--- config.mk ---
export PLATFORM = sky130hd
export DESIGN_NAME = usbh_frame_ctl
export DESIGN_NICKNAME = d
export VERILOG_FILES = /design/src/rtl/usbh_ctl_pkg.sv /design/src/rtl/usbh_frame_timer.sv /design/src/rtl/usbh_cause_acc.sv /design/src/rtl/usbh_irq_gen.sv /design/src/rtl/usbh_frame_ctl.sv
export SDC_FILE = /design/constraint.sdc
export NUM_CORES = 1
export LEC_CHECK = 0
export ABC_AREA = 1
export ABC_CLOCK_PERIOD_IN_PS = 1800
export BUFFER_PORTS_ARGS = -buffer_cell sky130_fd_sc_hd__buf_2
export CAP_MARGIN = 20
export CORE_MARGIN = 2
export CORE_UTILIZATION = 54
export CTS_CLUSTER_DIAMETER = 40
export DETAILED_ROUTE_END_ITERATION = 6
export MAX_ROUTING_LAYER = met4
export PLACE_DENSITY_LB_ADDON = 0.12
export SYNTH_ARGS = -nofsm -noshare
export SYNTH_HDL_FRONTEND = slang
export SYNTH_SLANG_ARGS = --single-unit
--- constraint.sdc ---
create_clock -name clk -period 1.8 [get_ports clk]
set_input_delay 0.36 -clock clk [delete_from_list [all_inputs] [get_ports clk]]
set_output_delay 0.36 -clock clk [all_outputs]
set_load 0.02 [all_outputs]
--- src/rtl/usbh_ctl_pkg.sv ---
package usbh_ctl_pkg;
  typedef enum logic [2:0] {
    SEL_CMD  = 3'd0,
    SEL_STS  = 3'd1,
    SEL_IEN  = 3'd2,
    SEL_FRM  = 3'd3,
    SEL_BASE = 3'd4
  } reg_sel_e;

  // command bits
  localparam int C_RUN   = 0;
  localparam int C_HCRST = 1;
  localparam int C_GRST  = 2;
  localparam int C_SUSP  = 3;
  localparam int C_FRES  = 4;
  localparam int CMD_W   = 5;

  // status bits
  localparam int S_INT  = 0;
  localparam int S_ERR  = 1;
  localparam int S_RES  = 2;
  localparam int S_HSE  = 3;
  localparam int S_PERR = 4;
  localparam int S_HALT = 5;
  localparam int STS_W  = 6;

  // enable bits
  localparam int E_ERR = 0;
  localparam int E_RES = 1;
  localparam int E_IOC = 2;
  localparam int E_SPD = 3;
  localparam int IEN_W = 4;
endpackage

--- src/rtl/usbh_frame_timer.sv ---
module usbh_frame_timer #(
  parameter int FRAME_CYC = 12000
) (
  input  logic clk,
  input  logic rst,
  input  logic clr,
  input  logic start,
  input  logic run,
  output logic tick_run,
  output logic tick_halt
);
  localparam int CNT_W = (FRAME_CYC > 2) ? $clog2(FRAME_CYC) : 1;
  localparam logic [CNT_W-1:0] RELOAD = CNT_W'(FRAME_CYC - 1);

  logic             armed_q;
  logic [CNT_W-1:0] cnt_q;
  logic             expire;

  assign expire    = armed_q && (cnt_q == '0);
  assign tick_run  = expire && run;
  assign tick_halt = expire && !run;

  always_ff @(posedge clk) begin
    if (rst || clr) begin
      armed_q <= 1'b0;
      cnt_q   <= '0;
    end else if (start) begin
      armed_q <= 1'b1;
      cnt_q   <= '0;
    end else if (armed_q) begin
      if (cnt_q == '0) begin
        if (run) cnt_q <= RELOAD;
        else     armed_q <= 1'b0;
      end else begin
        cnt_q <= cnt_q - 1'b1;
      end
    end
  end

  AST_TICK_SPACING: assert property (@(posedge clk) disable iff (rst)
    (tick_run && !clr && !start) |=> !tick_run);
  AST_HALT_DISARMS: assert property (@(posedge clk) disable iff (rst)
    (tick_halt && !start) |=> !armed_q);
endmodule

--- src/rtl/usbh_cause_acc.sv ---
module usbh_cause_acc (
  input  logic       clk,
  input  logic       rst,
  input  logic       clr_all,
  input  logic       ev_ioc,
  input  logic       ev_short,
  input  logic       tick,
  input  logic       ack,
  output logic [1:0] cause_o,
  output logic       raise_o
);
  logic [1:0] pend_q;
  logic [1:0] cause_q;
  logic [1:0] ev_now;

  assign ev_now  = {ev_short, ev_ioc};
  assign raise_o = tick && (pend_q != 2'b00);
  assign cause_o = cause_q;

  always_ff @(posedge clk) begin
    if (rst || clr_all) begin
      pend_q  <= '0;
      cause_q <= '0;
    end else begin
      pend_q  <= tick ? ev_now : (pend_q | ev_now);
      cause_q <= (ack ? 2'b00 : cause_q) | (tick ? pend_q : 2'b00);
    end
  end

  AST_CAUSE_HOLD: assert property (@(posedge clk) disable iff (rst)
    (!tick && !ack && !clr_all) |=> $stable(cause_q));
  AST_ACK_CLEARS: assert property (@(posedge clk) disable iff (rst)
    (ack && !tick) |=> (cause_q == 2'b00));
endmodule

--- src/rtl/usbh_irq_gen.sv ---
module usbh_irq_gen
  import usbh_ctl_pkg::*;
(
  input  logic             clk,
  input  logic             rst,
  input  logic [1:0]       cause,
  input  logic [IEN_W-1:0] ien,
  input  logic             sts_err,
  input  logic             sts_res,
  input  logic             sts_hse,
  input  logic             sts_perr,
  output logic             irq_o
);
  logic lvl;

  always_comb begin
    lvl = (cause[0] && ien[E_IOC]) ||
          (cause[1] && ien[E_SPD]) ||
          (sts_err  && ien[E_ERR]) ||
          (sts_res  && ien[E_RES]) ||
          sts_hse || sts_perr;
  end

  always_ff @(posedge clk) begin
    if (rst) irq_o <= 1'b0;
    else     irq_o <= lvl;
  end

  AST_IRQ_FATAL: assert property (@(posedge clk) disable iff (rst)
    (sts_hse || sts_perr) |=> irq_o);
  AST_IRQ_MASKED: assert property (@(posedge clk) disable iff (rst)
    ((ien == '0) && !sts_hse && !sts_perr) |=> !irq_o);
endmodule

--- src/rtl/usbh_frame_ctl.sv ---
module usbh_frame_ctl
  import usbh_ctl_pkg::*;
#(
  parameter int FRAME_CYC = 12000,
  parameter int DATA_W    = 32,
  parameter int FRNUM_W   = 11,
  parameter int LIST_W    = 10,
  parameter int ALIGN_W   = 12
) (
  input  logic              clk,
  input  logic              rst,
  input  logic              reg_wr,
  input  logic [2:0]        reg_sel,
  input  logic [DATA_W-1:0] reg_wdata,
  output logic [DATA_W-1:0] reg_rdata,
  input  logic              ev_ioc,
  input  logic              ev_short,
  input  logic              ev_usb_err,
  input  logic              ev_host_err,
  input  logic              ev_proc_err,
  input  logic              resume_req,
  output logic              frame_tick,
  output logic [DATA_W-1:0] sched_addr,
  output logic              bus_reset,
  output logic              irq
);
  localparam int BASE_HI = DATA_W - ALIGN_W;
  localparam int PAD_W   = DATA_W - LIST_W - 2;

  logic [CMD_W-1:0]   cmd_q;
  logic               usbint_q, err_q, res_q, hse_q, perr_q, halted_q;
  logic [IEN_W-1:0]   ien_q;
  logic [FRNUM_W-1:0] frnum_q;
  logic [BASE_HI-1:0] base_q;
  logic [DATA_W-1:0]  base_full;
  logic [STS_W-1:0]   sts_word;

  logic wr_cmd, wr_sts, wr_ien, wr_frm, wr_base;
  logic hc_rst_w, start_w, stop_w, ack_w;
  logic tick_run, tick_halt, raise;
  logic [1:0] cause;

  assign wr_cmd  = reg_wr && (reg_sel == SEL_CMD);
  assign wr_sts  = reg_wr && (reg_sel == SEL_STS);
  assign wr_ien  = reg_wr && (reg_sel == SEL_IEN);
  assign wr_frm  = reg_wr && (reg_sel == SEL_FRM);
  assign wr_base = reg_wr && (reg_sel == SEL_BASE);

  assign hc_rst_w = wr_cmd && reg_wdata[C_HCRST];
  assign start_w  = wr_cmd && reg_wdata[C_RUN] && !cmd_q[C_RUN] && !hc_rst_w;
  assign stop_w   = wr_cmd && !reg_wdata[C_RUN];
  assign ack_w    = wr_sts && reg_wdata[S_INT];

  assign base_full = {base_q, {ALIGN_W{1'b0}}};
  assign sts_word  = {halted_q, perr_q, hse_q, res_q, err_q, usbint_q};

  usbh_frame_timer #(.FRAME_CYC(FRAME_CYC)) timer_i (
    .clk       (clk),
    .rst       (rst),
    .clr       (hc_rst_w),
    .start     (start_w),
    .run       (cmd_q[C_RUN]),
    .tick_run  (tick_run),
    .tick_halt (tick_halt)
  );

  usbh_cause_acc cause_i (
    .clk      (clk),
    .rst      (rst),
    .clr_all  (hc_rst_w),
    .ev_ioc   (ev_ioc),
    .ev_short (ev_short),
    .tick     (tick_run),
    .ack      (ack_w),
    .cause_o  (cause),
    .raise_o  (raise)
  );

  usbh_irq_gen irq_i (
    .clk      (clk),
    .rst      (rst),
    .cause    (cause),
    .ien      (ien_q),
    .sts_err  (err_q),
    .sts_res  (res_q),
    .sts_hse  (hse_q),
    .sts_perr (perr_q),
    .irq_o    (irq)
  );

  // command register
  always_ff @(posedge clk) begin
    if (rst || hc_rst_w) begin
      cmd_q <= '0;
    end else if (wr_cmd) begin
      cmd_q <= reg_wdata[CMD_W-1:0];
    end else if (resume_req && cmd_q[C_SUSP]) begin
      cmd_q[C_FRES] <= 1'b1;
    end
  end

  // halted flag
  always_ff @(posedge clk) begin
    if (rst || hc_rst_w)   halted_q <= 1'b1;
    else if (start_w)      halted_q <= 1'b0;
    else if (stop_w)       halted_q <= 1'b1;
    else if (tick_halt)    halted_q <= 1'b1;
  end

  // status flags: set wins over write-1-to-clear
  always_ff @(posedge clk) begin
    if (rst || hc_rst_w) begin
      usbint_q <= 1'b0;
      err_q    <= 1'b0;
      res_q    <= 1'b0;
      hse_q    <= 1'b0;
      perr_q   <= 1'b0;
    end else begin
      if (raise)                                usbint_q <= 1'b1;
      else if (ack_w)                           usbint_q <= 1'b0;
      if (ev_usb_err)                           err_q <= 1'b1;
      else if (wr_sts && reg_wdata[S_ERR])      err_q <= 1'b0;
      if (resume_req && cmd_q[C_SUSP])          res_q <= 1'b1;
      else if (wr_sts && reg_wdata[S_RES])      res_q <= 1'b0;
      if (ev_host_err)                          hse_q <= 1'b1;
      else if (wr_sts && reg_wdata[S_HSE])      hse_q <= 1'b0;
      if (ev_proc_err)                          perr_q <= 1'b1;
      else if (wr_sts && reg_wdata[S_PERR])     perr_q <= 1'b0;
    end
  end

  // enable, frame counter, base
  always_ff @(posedge clk) begin
    if (rst || hc_rst_w) begin
      ien_q   <= '0;
      frnum_q <= '0;
      base_q  <= '0;
    end else begin
      if (wr_ien) ien_q <= reg_wdata[IEN_W-1:0];
      if (tick_run)                 frnum_q <= frnum_q + 1'b1;
      else if (wr_frm && halted_q)  frnum_q <= reg_wdata[FRNUM_W-1:0];
      if (wr_base) base_q <= reg_wdata[DATA_W-1:ALIGN_W];
    end
  end

  // registered outputs
  always_ff @(posedge clk) begin
    if (rst) begin
      frame_tick <= 1'b0;
      bus_reset  <= 1'b0;
      sched_addr <= '0;
      reg_rdata  <= '0;
    end else begin
      frame_tick <= tick_run;
      bus_reset  <= wr_cmd && reg_wdata[C_GRST];
      sched_addr <= base_full + {{PAD_W{1'b0}}, frnum_q[LIST_W-1:0], 2'b00};
      case (reg_sel)
        SEL_CMD:  reg_rdata <= {{(DATA_W-CMD_W){1'b0}}, cmd_q};
        SEL_STS:  reg_rdata <= {{(DATA_W-STS_W){1'b0}}, sts_word};
        SEL_IEN:  reg_rdata <= {{(DATA_W-IEN_W){1'b0}}, ien_q};
        SEL_FRM:  reg_rdata <= {{(DATA_W-FRNUM_W){1'b0}}, frnum_q};
        SEL_BASE: reg_rdata <= base_full;
        default:  reg_rdata <= '0;
      endcase
    end
  end

  AST_START_CLEARS_HALT: assert property (@(posedge clk) disable iff (rst)
    start_w |=> !halted_q);
  AST_STOP_SETS_HALT: assert property (@(posedge clk) disable iff (rst)
    stop_w |=> halted_q);
  AST_FRNUM_STEP: assert property (@(posedge clk) disable iff (rst)
    (tick_run && !hc_rst_w) |=> (frnum_q == FRNUM_W'($past(frnum_q) + 1'b1)));
  AST_FRNUM_FROZEN: assert property (@(posedge clk) disable iff (rst)
    (!halted_q && !tick_run && !hc_rst_w) |=> $stable(frnum_q));
  AST_RESUME_FLAGS: assert property (@(posedge clk) disable iff (rst)
    (resume_req && cmd_q[C_SUSP] && !wr_cmd) |=> (cmd_q[C_FRES] && res_q));
  AST_BUS_RESET_SRC: assert property (@(posedge clk) disable iff (rst)
    bus_reset |-> $past(wr_cmd && reg_wdata[C_GRST]));
  AST_HCRESET_DEFAULTS: assert property (@(posedge clk) disable iff (rst)
    hc_rst_w |=> (halted_q && cmd_q == '0 && frnum_q == '0));
endmodule

# Word level (Yosys, flattened, before mapping)
# Cells that the tools add are included.
classes:
  addsub: 3
  mul: 0
  div: 0
  magnitude_cmp: 0
  eq_ne: 5
  n_shift: 0
  mux: 27
  bitwise: 2
  n_reduce_logical: 48
ops:
  columns: ["operator", "n"]
  rows:
  - ["$pmux 32 s5", 1]
  - ["$add 32x12->32", 1]
  - ["$mux 14", 2]
  - ["$logic_and 1x1->1", 26]
  - ["$mux 11", 2]
  - ["$mux 1", 19]
  - ["$reduce_bool 2->1", 8]
  - ["$logic_not 14->1", 1]
  - ["$sub 14x1->14 const B", 1]
  - ["$add 11x1->11 const B", 1]
  - ["$eq 3x2->1 const B", 2]
  - ["$logic_or 1x1->1", 6]
  - ["$mux 2", 3]
  - ["$or 2x2->2", 2]
  - ["$eq 3x1->1 const B", 1]
  - ["$eq 3x3->1 const B", 1]
  - ["$logic_not 1->1", 3]
  - ["$logic_not 3->1", 1]
  - ["$reduce_bool 3->1", 1]
  - ["$ne 2x2->1 const B", 1]
  - ["$reduce_and 2->1", 1]
  - ["$reduce_or 2->1", 1]
totals:
  reg_bits: 132
  latchBits: 0
  mem_bits_rw: 0
  rom_bits: 0
  inputBits: 44
  out_inout_bits: 67
  wordCells: 105
  memories: 0

# Logic depth before layout (Yosys ltp)
logic_depth:
  word_depth: 6
  depth_mapped: 11

# Cells and area by module
# From an unflattened synthesis, not the netlist that was laid out.
unflattened:
  cells_unflattened: 659
  hier_area_um2: 5062.4
modules_own_cells:
  columns: ["module", "instances", "cells_per_inst", "area_each_um2", "seq_area_each_um2"]
  rows:
  - ["usbh_frame_ctl", 1, 477, 3898.7, 2182.1]
  - ["usbh_frame_timer", 1, 149, 950.9, 300.3]
  - ["usbh_cause_acc", 1, 22, 152.6, 80.1]
  - ["usbh_irq_gen", 1, 11, 60.1, 20.0]

# Least setup slack after synthesis
# Ideal clock, no wire load.
synth_path:
  path_kind: "register to register"
  start: "register timer_i.cnt_q[0]"
  end: "register frnum_q[10]"
  t_arrival_ns: 1.360
  required_ns: 1.680
  setup_slack_ns: 0.320
  path_stages_with_launch: 11
  path_buffers: 1
  synth_period_minus_slack_ns: 1.480
  cell_sequence: "dfxtp_1 -> inv_1 -> ha_1 -> nand3_2 -> nor2_1 -> nand3_2 -> nor2_4 -> buf_6 -> nand2_1 -> nand2_1 -> a21oi_1"
synth_via:
  elab_chain_len: 4
  word_cells_on_any_way: 5
  cone_classes: "mux (1); reduce/logical (4)"
synth_lines:
  columns: ["element", "line", "source"]
  rows:
  - ["start, declared", "usbh_frame_timer.sv:16", "logic [CNT_W-1:0] cnt_q;"]
  - ["start signal, assigned", "usbh_frame_timer.sv:35", "cnt_q <= cnt_q - 1'b1;"]
  - ["$logic_not 14->1 *", "usbh_frame_timer.sv:19", "assign expire = armed_q && (cnt_q == '0);"]
  - ["$logic_and 1x1->1 *", "usbh_frame_timer.sv:19", null]
  - ["$logic_and 1x1->1 *", "usbh_frame_timer.sv:20", "assign tick_run = expire && run;"]
  - ["$mux 11 / $reduce_bool 2->1 (equally long branches)", null, null]
  - ["end signal, assigned", "usbh_frame_ctl.sv:140", "if (tick_run) frnum_q <= frnum_q + 1'b1;"]
  - ["end signal, assigned", "usbh_frame_ctl.sv:141", "else if (wr_frm && halted_q) frnum_q <= reg_wdata[FRNUM_W-1:0];"]
  - ["end, declared", "usbh_frame_ctl.sv:33", "logic [FRNUM_W-1:0] frnum_q;"]
# Mark *: on every way between the ends. The rest lies on a longest branch, timed or not.
# A chain may end at the register's enable or synchronous reset.

# Worst setup path in the final report
layout_path:
  start: "register timer_i.cnt_q[1]"
  end: "register frnum_q[8]"
# The elaborated chain is that of the path after synthesis.

==> flow_summary.json <==
{
  "slew_headroom_pct": 57.2,
  "final_hold_viol_count": 0,
  "antenna_found_initial": 0,
  "leakage_nw": 2.86,
  "p_int_mw": 5.04,
  "grt_pass1_wl_um": 19600,
  "status": "finished, final reports clean",
  "crit_fanout": 17,
  "wire_per_inst_um": 13.1,
  "post-route-period-util_pct": 89.4,
  "vias_per_cell": 5.02,
  "initial_core_util_pct": 55.6,
  "path_class": "flop to flop",
  "cp.required_ps": 2240,
  "cts_made_buffers": 17,
  "root_buffer": "clkbuf_8",
  "cts_tree": "built",
  "rsz0062_at_grt": "no",
  "cp_slowest_cell": "dfxtp_1",
  "ys_types": 34,
  "layout_min_cycle_time_ps": 1610,
  "worstMarginPinSlew_ps": 642,
  "crit_arrival_ps": 2040,
  "die_y_um": 101,
  "clock_power_share_pct": 51.7,
  "synth-simple-area-share_pct": 29.2,
  "grt-ovfl-total": 0,
  "total_power_mw": 6.62,
  "clock-sinks": 129,
  "end_kind": "flop",
  "ys_seq_area_share_pct": 50.6,
  "cp-start-kind": "flop",
  "path_delay_family": "simple AND/OR/NAND/NOR gates",
  "worst_clock_skew_ps": 14.4,
  "cp_num_buf_inv": 2,
  "synth-edff-count": 0,
  "drt-total-wl_um": 11900,
  "final_util_pct": 69.3,
  "finalSetupViolCount": 0,
  "grt_start_max_net_pins": 65,
  "synth-xor-area-share_pct": 1.20,
  "vdd_drop_max_v": 0.000527,
  "rows": 35,
  "cpMostUsedCell": "nand2_1",
  "syn_inst": 673,
  "postCtsHoldBufs": 0,
  "synth_adder_area_share_pct": 0.735,
  "area_delta_synth_final_pct": 24.8,
  "async_flop_share_pct": 0,
  "num_antenna_cells": 0,
  "clock_path_buffers": 2,
  "avgSynthCellArea_sq_um": 7.59,
  "maxCapViolCount": 0,
  "setup_tns_ps": 0,
  "htreeDepth": 4,
  "comb_power_share_pct": 4.1,
  "nNetsFinal": 837,
  "clk_pin_slew_ps": 60,
  "grt_pass1_vias": 4350,
  "ys.warnings.count": 0,
  "clk_latency_ps": 510,
  "power.density_mw_per_mm2": 1040,
  "final_cell_mix": "186 x nand2_1, 129 x dfxtp_1, 106 x buf_2",
  "dieArea_sq_mm": 0.0103,
  "die-width_um": 101,
  "num_vias": 4584,
  "p_sw_mw": 1.58,
  "dr.pass1.iters": 7,
  "grt_use_total_pct": 24.9,
  "drive_gt1_share_pct": 23.7,
  "routabilityCongestion": 0.939,
  "crit_chain": "inv_1, ha_1, nand3_2, nor2_1, nand4_2, buf_4, nand2_1, nand2_1, a21oi_1",
  "fmax_mhz": 622,
  "seqPwrFrac_pct": 44.2,
  "postRouteAntennaNets": 0,
  "synth_compound_area_share_pct": 9.85,
  "final_common_cell": "nand2_1",
  "synthMuxAreaShare_pct": 0,
  "synthFlopType": "dfxtp_1",
  "coreArea_sq_mm": 0.00920,
  "dpl.hpwl_um": 8460,
  "drc": 0,
  "slowest_delay_ps": 300,
  "min_path_type": "input port to flop",
  "ys_ff_latch": 129,
  "numPortBuffers": 106,
  "io_pins": 111,
  "slew_viol_final": 0,
  "synth_top_family_by_area": "simple AND/OR/NAND/NOR gates",
  "synthesis.area_sq_mm": 0.00511,
  "swShare_pct": 23.8,
  "drtIter0Drc": 274
}
==> tightest hold or removal path: cells and delay by family <==
kind	cells	cell delay [ps]
and+or+nand+nor	1	70
AOI/OAI and AO/OA	1	30
buffers and inverters	1	80
==> logic make-up after synthesis <==
family,count (synthesis)
AOI/OAI and AO/OA,85
xor gates and xnor gates,7
adders and majority gates,3
buffers and inverters,100
DFF,129
other,1
and+or+nand+nor,348
==> power by group through the flow <==
stage / combinational, mW / sequential [mW] / clock [mW]
2_1_floorplan: 0.153 / 3.00 / 0
3_3_place_gp: 0.268 / 2.98 / 0
3_5_place_dp: 0.272 / 2.99 / 0
4_1_cts: 0.275 / 2.92 / 3.47
5_1_grt: 0.305 / 2.93 / 3.59
6_report: 0.273 / 2.92 / 3.42
==> synth_stat cells, types with 2 or more instances <==
cell type	instances	area (sq um)
a22oi_1	4	30.0
ha_1	3	37.5
inv_1	66	248
nand2_2	5	31.3
dfxtp_1	129	2580
a41oi_1	5	43.8
nand2_1	186	698
nand3_1	38	190
a21oi_1	52	260
nand3_2	3	30.0
o21ai_1	2	10.0
o21ai_0	11	55.1
nor2_2	4	25.0
buf_6	2	22.5
xor2_1	6	52.6
buf_2	8	40.0
a21oi_2	9	78.8
buf_1	4	15.0
buf_4	7	52.6
clkbuf_1	8	30.0
nor3_1	29	145
inv_2	4	15.0
nor2_4	4	45.0
nand3b_1	3	22.5
nor2_1	72	270
==> state kept, by name, indices dropped and copies added (netlist names) <==
name and count:
reg_rdata 31, sched_addr 30, base_q 20, timer_i.cnt_q 14, frnum_q 11, cmd_q 5
ien_q 4, cause_i.cause_o 2, cause_i.pend_q 2, bus_reset 1, err_q 1, frame_tick 1
halted_q 1, hse_q 1, irq_i.irq_o 1, perr_q 1, res_q 1, timer_i.armed_q 1
usbint_q 1
==> per-layer routing <==
metal  up-vias  global-route usage [%]  wire [um]
met5         -                       -          0
met4         0                    7.90        100
met3         9                    4.76        591
met2       121                    41.2       5890
met1      2098                    30.6       5370
li1       2356                       -          -
==> worst paths after layout <==
path                                       end  cells after the start             start  slack (ps)
worst max-delay path                frnum_q[8]                      9  timer_i.cnt_q[1]         190
worst min-delay path                     hse_q                      3       ev_host_err          50
worst min register to register  sched_addr[14]                      2         base_q[2]         440
worst max register to register      frnum_q[8]                      9  timer_i.cnt_q[1]         190
==> what timing repair did <==
item	in CTS	in global routing
endpoints found under the setup margin	0	8
buffers inserted	0	2
resized for setup	0	0
==> layout make-up <==
class / instances / area, sq um
clock buffer: 18 / 428
tap: 111 / 139
clock inverter: 14 / 166
sequential: 129 / 2580
inverter: 71 / 267
timing repair buffer: 125 / 686
multi-input combinational: 446 / 2110
fill: 787 / 2820
==> stage by stage <==
stage	std cells	setup slack [ps]	instance area, sq um	hold WS (ps)
after detailed placement	880	110	5750	437
after CTS	912	113	6350	42.2
after global routing	914	37.7	6370	71.3
after global placement	880	177	5750	432
final	914	191	6370	51.7
after floorplan	675	320	5120	426
Note: power is estimated with default switching activity, not from simulation.
